### src/rtl/pwm_seq_pkg.sv
package pwm_seq_pkg;
  // Local phase of a channel: counter value minus the channel's stagger offset, wrapped.
  function automatic int phase_of(input int cnt, input int ch, input int period, input int nch);
    int ofs;
    ofs = (ch * period) / nch;
    return (cnt + period - ofs) % period;
  endfunction
endpackage

### src/rtl/phase_counter.sv
module phase_counter #(
  parameter int PERIOD = 12,
  localparam int CW = $clog2(PERIOD)
) (
  input  logic          clk,
  input  logic          rst_n,
  input  logic          enable,
  output logic [CW-1:0] cnt
);
  localparam logic [CW-1:0] LAST = CW'(PERIOD - 1);

  always_ff @(posedge clk or negedge rst_n) begin
    if (!rst_n)             cnt <= '0;
    else if (!enable)       cnt <= '0;
    else if (cnt == LAST)   cnt <= '0;
    else                    cnt <= cnt + 1'b1;
  end
endmodule

### src/rtl/dim_sync.sv
module dim_sync #(
  parameter int NCH    = 3,
  parameter int STAGES = 2
) (
  input  logic           clk,
  input  logic           rst_n,
  input  logic [NCH-1:0] d_async,
  output logic [NCH-1:0] d_sync
);
  logic [NCH-1:0] pipe [STAGES];

  always_ff @(posedge clk or negedge rst_n) begin
    if (!rst_n) begin
      for (int i = 0; i < STAGES; i++) pipe[i] <= '0;
    end else begin
      pipe[0] <= d_async;
      for (int i = 1; i < STAGES; i++) pipe[i] <= pipe[i-1];
    end
  end

  assign d_sync = pipe[STAGES-1];
endmodule

### src/rtl/chan_gate.sv
module chan_gate #(
  parameter int PERIOD = 12,
  parameter int BLANK  = 2,
  localparam int CW = $clog2(PERIOD)
) (
  input  logic          clk,
  input  logic          rst_n,
  input  logic          enable,
  input  logic          dim_ok,
  input  logic          trip,
  input  logic [CW-1:0] lp,
  output logic          gate,
  output logic          trip_acc
);
  localparam logic [CW-1:0] LAST = CW'(PERIOD - 1);
  localparam logic [CW-1:0] BLK  = CW'(BLANK);

  logic armed;
  logic at_end;

  assign at_end   = (lp == LAST);
  assign trip_acc = armed & enable & dim_ok & trip & (lp >= BLK) & !at_end;
  assign gate     = armed & enable & dim_ok & !at_end;

  always_ff @(posedge clk or negedge rst_n) begin
    if (!rst_n)        armed <= 1'b0;
    else if (!enable)  armed <= 1'b0;
    else if (at_end)   armed <= dim_ok;
    else if (!dim_ok)  armed <= 1'b0;
    else if (trip_acc) armed <= 1'b0;
  end
endmodule

### src/rtl/phase_pwm_seq.sv
module phase_pwm_seq #(
  parameter int NCH    = 3,
  parameter int PERIOD = 12,
  parameter int BLANK  = 2,
  localparam int CW = $clog2(PERIOD)
) (
  input  logic           clk,
  input  logic           rst_n,
  input  logic           enable,
  input  logic [NCH-1:0] dim_in,
  input  logic [NCH-1:0] cs_trip,
  output logic [NCH-1:0] gate_req,
  output logic [NCH-1:0] hold
);
  import pwm_seq_pkg::*;

  logic [CW-1:0]         cnt;
  logic [NCH-1:0]        dim_s;
  logic [NCH-1:0]        trip_acc;
  logic [NCH*CW-1:0]     lp_flat;

  phase_counter #(.PERIOD(PERIOD)) u_cnt (
    .clk(clk), .rst_n(rst_n), .enable(enable), .cnt(cnt)
  );

  dim_sync #(.NCH(NCH), .STAGES(2)) u_sync (
    .clk(clk), .rst_n(rst_n), .d_async(dim_in), .d_sync(dim_s)
  );

  for (genvar k = 0; k < NCH; k++) begin : g_ch
    assign lp_flat[k*CW +: CW] = CW'(phase_of(int'(cnt), k, PERIOD, NCH));

    chan_gate #(.PERIOD(PERIOD), .BLANK(BLANK)) u_gate (
      .clk(clk), .rst_n(rst_n), .enable(enable),
      .dim_ok(dim_s[k]), .trip(cs_trip[k]),
      .lp(lp_flat[k*CW +: CW]),
      .gate(gate_req[k]), .trip_acc(trip_acc[k])
    );
  end

  assign hold = ~dim_s;
endmodule

### config.mk
export PLATFORM = sky130hd
export DESIGN_NAME = phase_pwm_seq
export DESIGN_NICKNAME = d
export VERILOG_FILES = /design/src/rtl/pwm_seq_pkg.sv /design/src/rtl/phase_counter.sv /design/src/rtl/dim_sync.sv /design/src/rtl/chan_gate.sv /design/src/rtl/phase_pwm_seq.sv
export SDC_FILE = /design/constraint.sdc
export NUM_CORES = 1
export LEC_CHECK = 0
export BUFFER_PORTS_ARGS = -buffer_cell sky130_fd_sc_hd__buf_2
export CAP_MARGIN = 25
export CORE_UTILIZATION = 25
export CTS_CLUSTER_DIAMETER = 80
export DETAILED_ROUTE_END_ITERATION = 8
export GPL_TIMING_DRIVEN = 0
export PLACE_DENSITY_LB_ADDON = 0.05
export SYNTH_ARGS = -nofsm -noshare
export SYNTH_HDL_FRONTEND = slang
export SYNTH_SLANG_ARGS = --single-unit
### constraint.sdc
create_clock -name clk -period 4.9 [get_ports clk]
set_input_delay 0.735 -clock clk [delete_from_list [all_inputs] [get_ports clk]]
set_output_delay 0.735 -clock clk [all_outputs]
set_load 0.01 [all_outputs]
## Yosys cells after proc, flatten, opt, wreduce, memory -nomap -nowiden

Cells that the tools add are included.

| word-level totals | value |
|---|---|
| register bits | 13 |
| word-level logic and storage cells | 59 |
| input port bits | 9 |
| output and inout bits | 6 |

| operators by class | value |
|---|---|
| multiplexer cells | 14 |
| div/mod/pow operators | 3 |
| $add $sub $neg | 4 |
| equal/unequal tests | 7 |
| bitwise operators | 19 |
| reductions and logical operators | 3 |
| $lt $le $gt $ge | 3 |

Operators by type and width:

| operator | number |
|---|---|
| remainder unit 32 x 5 -> 32 bit (second input constant) | 3 |
| subtractor 32 x 4 -> 32 bit (second input constant) | 1 |
| AND 1 bit | 18 |
| == test 4 bit (second input constant) | 4 |
| greater-or-equal comparator 4 x 2 -> 1 bit (second input constant) | 3 |
| 2-to-1 mux 1 bit | 12 |
| != test 4 x 2 -> 1 bit (second input constant) | 3 |
| 2-to-1 mux 4 bit | 2 |
| subtractor 5 x 4 -> 6 bit (second input constant) | 1 |
| adder 4 x 4 -> 5 bit (second input constant) | 1 |
| adder 4 x 1 -> 4 bit (second input constant) | 1 |
| zero test 1 bit | 3 |
| NOT 3 bit | 1 |

## Logic depth before layout (Yosys ltp)

| logic depth | value |
|---|---|
| depth after elaboration | 10 |
| mapped depth | 13 |
| mapped depth without buffers | 11 |

## Modules after synthesis

From an unflattened synthesis, not the netlist that was laid out.

| second synthesis, totals | value |
|---|---|
| cells, all modules | 160 |
| area, all modules | 1303.8 µm² |

Modules (own cells, without submodules):

| module | area each (µm²) | seq. area each (µm²) | times used | cells each |
|---|---|---|---|---|
| phase_pwm_seq | 683.2 | 0.0 | 1 | 98 |
| chan_gate | 85.1 | 25.0 | 3 | 12 |
| phase_counter | 192.7 | 100.1 | 1 | 17 |
| dim_sync | 172.7 | 150.1 | 1 | 9 |

## Worst setup path after synthesis

OpenSTA, ideal clock, no wires.

| timing path | value |
|---|---|
| path type | register -> output |
| start | register u_cnt.cnt[2] |
| end | output gate_req[1] |
| data required time | 4.165 ns |
| setup slack | 1.292 ns |
| path buffers | 3 |
| cell stages (with the launch flop) | 13 |
| arrival | 2.873 ns |
| path through | dfrtp_1 -> buf_2 -> inv_1 -> ha_1 -> buf_6 -> nand3_1 -> ha_1 -> or3b_1 -> a21oi_1 -> a31oi_1 -> or3_4 -> a31oi_1 -> buf_4 |

| on the way | value |
|---|---|
| cells in the longest elaborated chain, start to end | 6 |

Ends and longest elaborated chain:

| what | RTL line | text |
|---|---|---|
| start: declaration | phase_counter.sv:8 | `output logic [CW-1:0] cnt` |
| start signal: assignment | phase_counter.sv:16 | `else cnt <= cnt + 1'b1;` |
| adder 4 x 4 -> 5 bit | pwm_seq_pkg.sv:6 | `return (cnt + period - ofs) % period;` |
| subtractor 32 x 4 -> 32 bit | pwm_seq_pkg.sv:6 |  |
| remainder unit 32 x 5 -> 32 bit | pwm_seq_pkg.sv:6 |  |
| == test 4 bit | chan_gate.sv:21 | `assign at_end = (lp == LAST);` |
| zero test 1 bit | chan_gate.sv:23 | `assign gate = armed & enable & dim_ok & !at_end;` |
| AND 1 bit | chan_gate.sv:23 |  |
| end: declaration | phase_pwm_seq.sv:12 | `output logic [NCH-1:0] gate_req,` |

No other way between the ends.

## Worst setup path after layout

Ends and elaborated chain as after synthesis.

==> metrics.md <==
| Metric | Value |
|---|---|
| Status | complete, no violations |
| Pin count of the biggest net entering global routing | 14 |
| CP Class | flop to output pin |
| Seq cells post-synth | 13 |
| Net switching power of the design | 0.120 mW |
| Core footprint | 0.00557 mm² |
| Commonest register cell after synthesis | dfrtp_1 |
| Initial Util | 26.2% |
| Switching Share | 36.4% |
| Syn Nets | 204 |
| Fill count | 622 |
| Die span in y | 78.5 µm |
| Full die area | 0.00616 mm² |
| CTS root buf | clkbuf_8 |
| Tcrit/Tclk final | 93.0% |
| Maximum vdd drop | 133 µV |
| Slew headroom | 70.0% |
| Setup crit end kind | output pin |
| NumNets Final | 223 |
| Htree depth | 1 |
| Flop pwr share | 36.2% |
| Vias in the first global route | 1,467 |
| CTS sink count | 13 |
| Critical Path AT | 3820 ps |
| Layout cells sized above 1 | 18.4% |
| CTS buffer count | 3 |
| Initial antenna violation count | 0 |
| First-pass GRT wire length | 7390 µm |
| Die width | 78.5 µm |
| Longest Clk Path Bufs | 2 |
| Leak | 0.701 nW |
| Clk Latency, worst-skew pair | 250 ps |
| Antenna Cells | 0 |
| Hold-fix buffers, CTS | 0 |
| Multi-input gate area in the final layout | 990 µm² |
| 1st-pass router iterations | 4 |
| Combinational Power Share | 33.7% |
| Routed WL | 4350 µm |
| Top cells by area, synth | dfrtp_1, ha_1, nand2_1 |
| Clk pwr share | 30.0% |
| Tot Pwr | 0.329 mW |
| Gr usage total | 15.6% |
| Seq. cell area | 325 µm² |
| Max Clock Skew | 6.91 ps |
| WHS Path Cells | 0 |
| Routed vias | 1,455 |
| Area after DPL | 0.00162 mm² |
| Post-route minimum period | 4560 ps |
| Average size of a mapped cell | 7.99 µm² |
| Setup TNS | 0 ps |
| GRT overflow | 0 |
| Power Internal | 0.209 mW |
| Clock slew at reported path FFs | 60 ps |
| Library cells used by synthesis | 51 |
| Post-DR wirelength/cell | 15.9 µm |
| Setup-failing EPs final | 0 |
| Finished Cell Area | 0.00167 mm² |
| Number of synthesized flops with an enable pin | 0 |
| Hold Slack | 352 ps |
| Achievable frequency | 219 MHz |
| Top-area cell type share of the netlist area | 22.3% |
| Worst slew pin tran | 439 ps |
| Mapped Area | 0.00146 mm² |
| Standard-cell rows | 27 |
| Slew Viols, Final | 0 |
| Routability Congestion | 0.856 |
| Top cell type by total area after synthesis | dfrtp_1 |
| RSZ-0062 raised after global routing | no |
| CP max FO | 10 |
| Pwr per Cell Area | 197 mW/mm² |
| DRC viols | 0 |
| CP required | 4160 ps |
| Fin. Hold Viols | 0 |
| Yosys warns | 0 |
| Worst Setup Start Kind | flop |
| Syn-to-layout area delta | 14.2% |
| DR vias/cell | 5.33 |
| Worst hold path class | flop to flop |
| Seq/Total Area, Yosys | 22.3% |
| Post-DP HPWL | 3330 µm |
| Antenna-violating nets left | 0 |
| Worst Reg-to-Reg Cells | 12 |
| IO buf count | 14 |
| Max cap viols | 0 |
| Initial drt markers | 76 |
| CTS tree | built |
| Synth Instances | 183 |
| # IOs | 15 |
| Asr flop ratio synth | 100% |
through the flow:
stage,util (%),setup slack (ps),std cells
after floorplan,-,1290,183
after global placement,29.1,542,269
final,29.9,341,273
after detailed placement,29.1,592,269
after CTS,29.9,323,273
after global routing,29.9,120,273
cell families (layout without fill, tap and decap cells):
logic type                 Yosys count  after routing  synth area share, %
and+or+nand+nor                     73             73                 28.0
AOI/OAI and AO/OA                   48             48                 23.8
buffers and inverters               28             46                 10.0
DFF                                 13             13                 22.3
adders and majority gates           12             12                 10.3
xor gates and xnor gates             6              6                 3.60
muxes                                3              3                 2.05
worst max-delay path, stage by stage (launching register included):
cell	delay [ps]
dfrtp_1	400
buf_2	210
inv_1	200
ha_1	510
buf_6	200
nand3_1	170
ha_1	420
or3b_1	360
a21oi_1	180
a31oi_1	80
or3_4	420
a31oi_1	180
buf_4	120
buf_2	110
repair_timing:
item / in CTS / in global routing
setup endpoints to repair: 0 / 1
setup buffers: 0 / 0
resized for setup: 0 / 2
cell type report:
| cell class | instances | area share (%) |
|---|---|---|
| clock inverter | 1 | 0.300 |
| inverter | 13 | 2.92 |
| tap | 72 | 5.40 |
| clock buffer | 3 | 2.47 |
| buffer | 15 | 5.92 |
| multi-input combinational | 142 | 59.3 |
| sequential | 13 | 19.5 |
| timing repair buffer | 14 | 4.20 |
cells in the mapped netlist, drive strengths merged (4+ instances only):
library cell and number:
inv 13, ha 12, buf 13, o21ai 9, a31oi 7, xnor2 5, nand2 18, a311oi 5
or3 5, a211oi 4, a21oi 5, nor2 11, nor3 4, dfrtp 13, nand2b 4, nand3 8
sequential cells by signal (all words and copies together), names as in the netlist:
| register | count |
|---|---|
| g_ch.u_gate.armed | 3 |
| u_cnt.cnt | 4 |
| u_sync.d_sync | 3 |
| u_sync.pipe | 3 |
cells in the final DEF, fill, tap and decap left out, types with 7 or more instances in the layout:
cell,instances
buf_2,20
dfrtp_1,13
ha_1,12
a31oi_1,7
inv_1,13
nor2_1,11
o21ai_0,7
nand2_1,18
nand3_1,8
metal layers:
layer	part of all wire, %	track usage, %
met1	49	20.9
met4	2.1	6.11
met5	0	0
met3	2.9	2.67
met2	46	24.7
worst paths after layout:
check | from | end | slack [ps]
worst max-delay path | u_cnt.cnt[2] | gate_req[1] | 340
max in group asynchronous | rst_n | u_sync.d_sync[2] | 4320
min in group asynchronous | rst_n | u_sync.pipe[5] | 360
worst max register to register | u_cnt.cnt[2] | g_ch[1].u_gate.armed | 1280
worst min register to register | u_sync.pipe[4] | u_sync.d_sync[1] | 350
worst min-delay path | u_sync.pipe[4] | u_sync.d_sync[1] | 350
power by group through the flow:
stage / logic, mW / registers, mW / clock network, mW
after floorplan: 0.0779 / 0.119 / 0
after global placement: 0.110 / 0.121 / 0
after detailed placement: 0.110 / 0.122 / 0
after CTS: 0.111 / 0.120 / 0.101
after global routing: 0.123 / 0.121 / 0.108
final: 0.111 / 0.119 / 0.0989
Note: power is estimated with default switching activity, not from simulation.
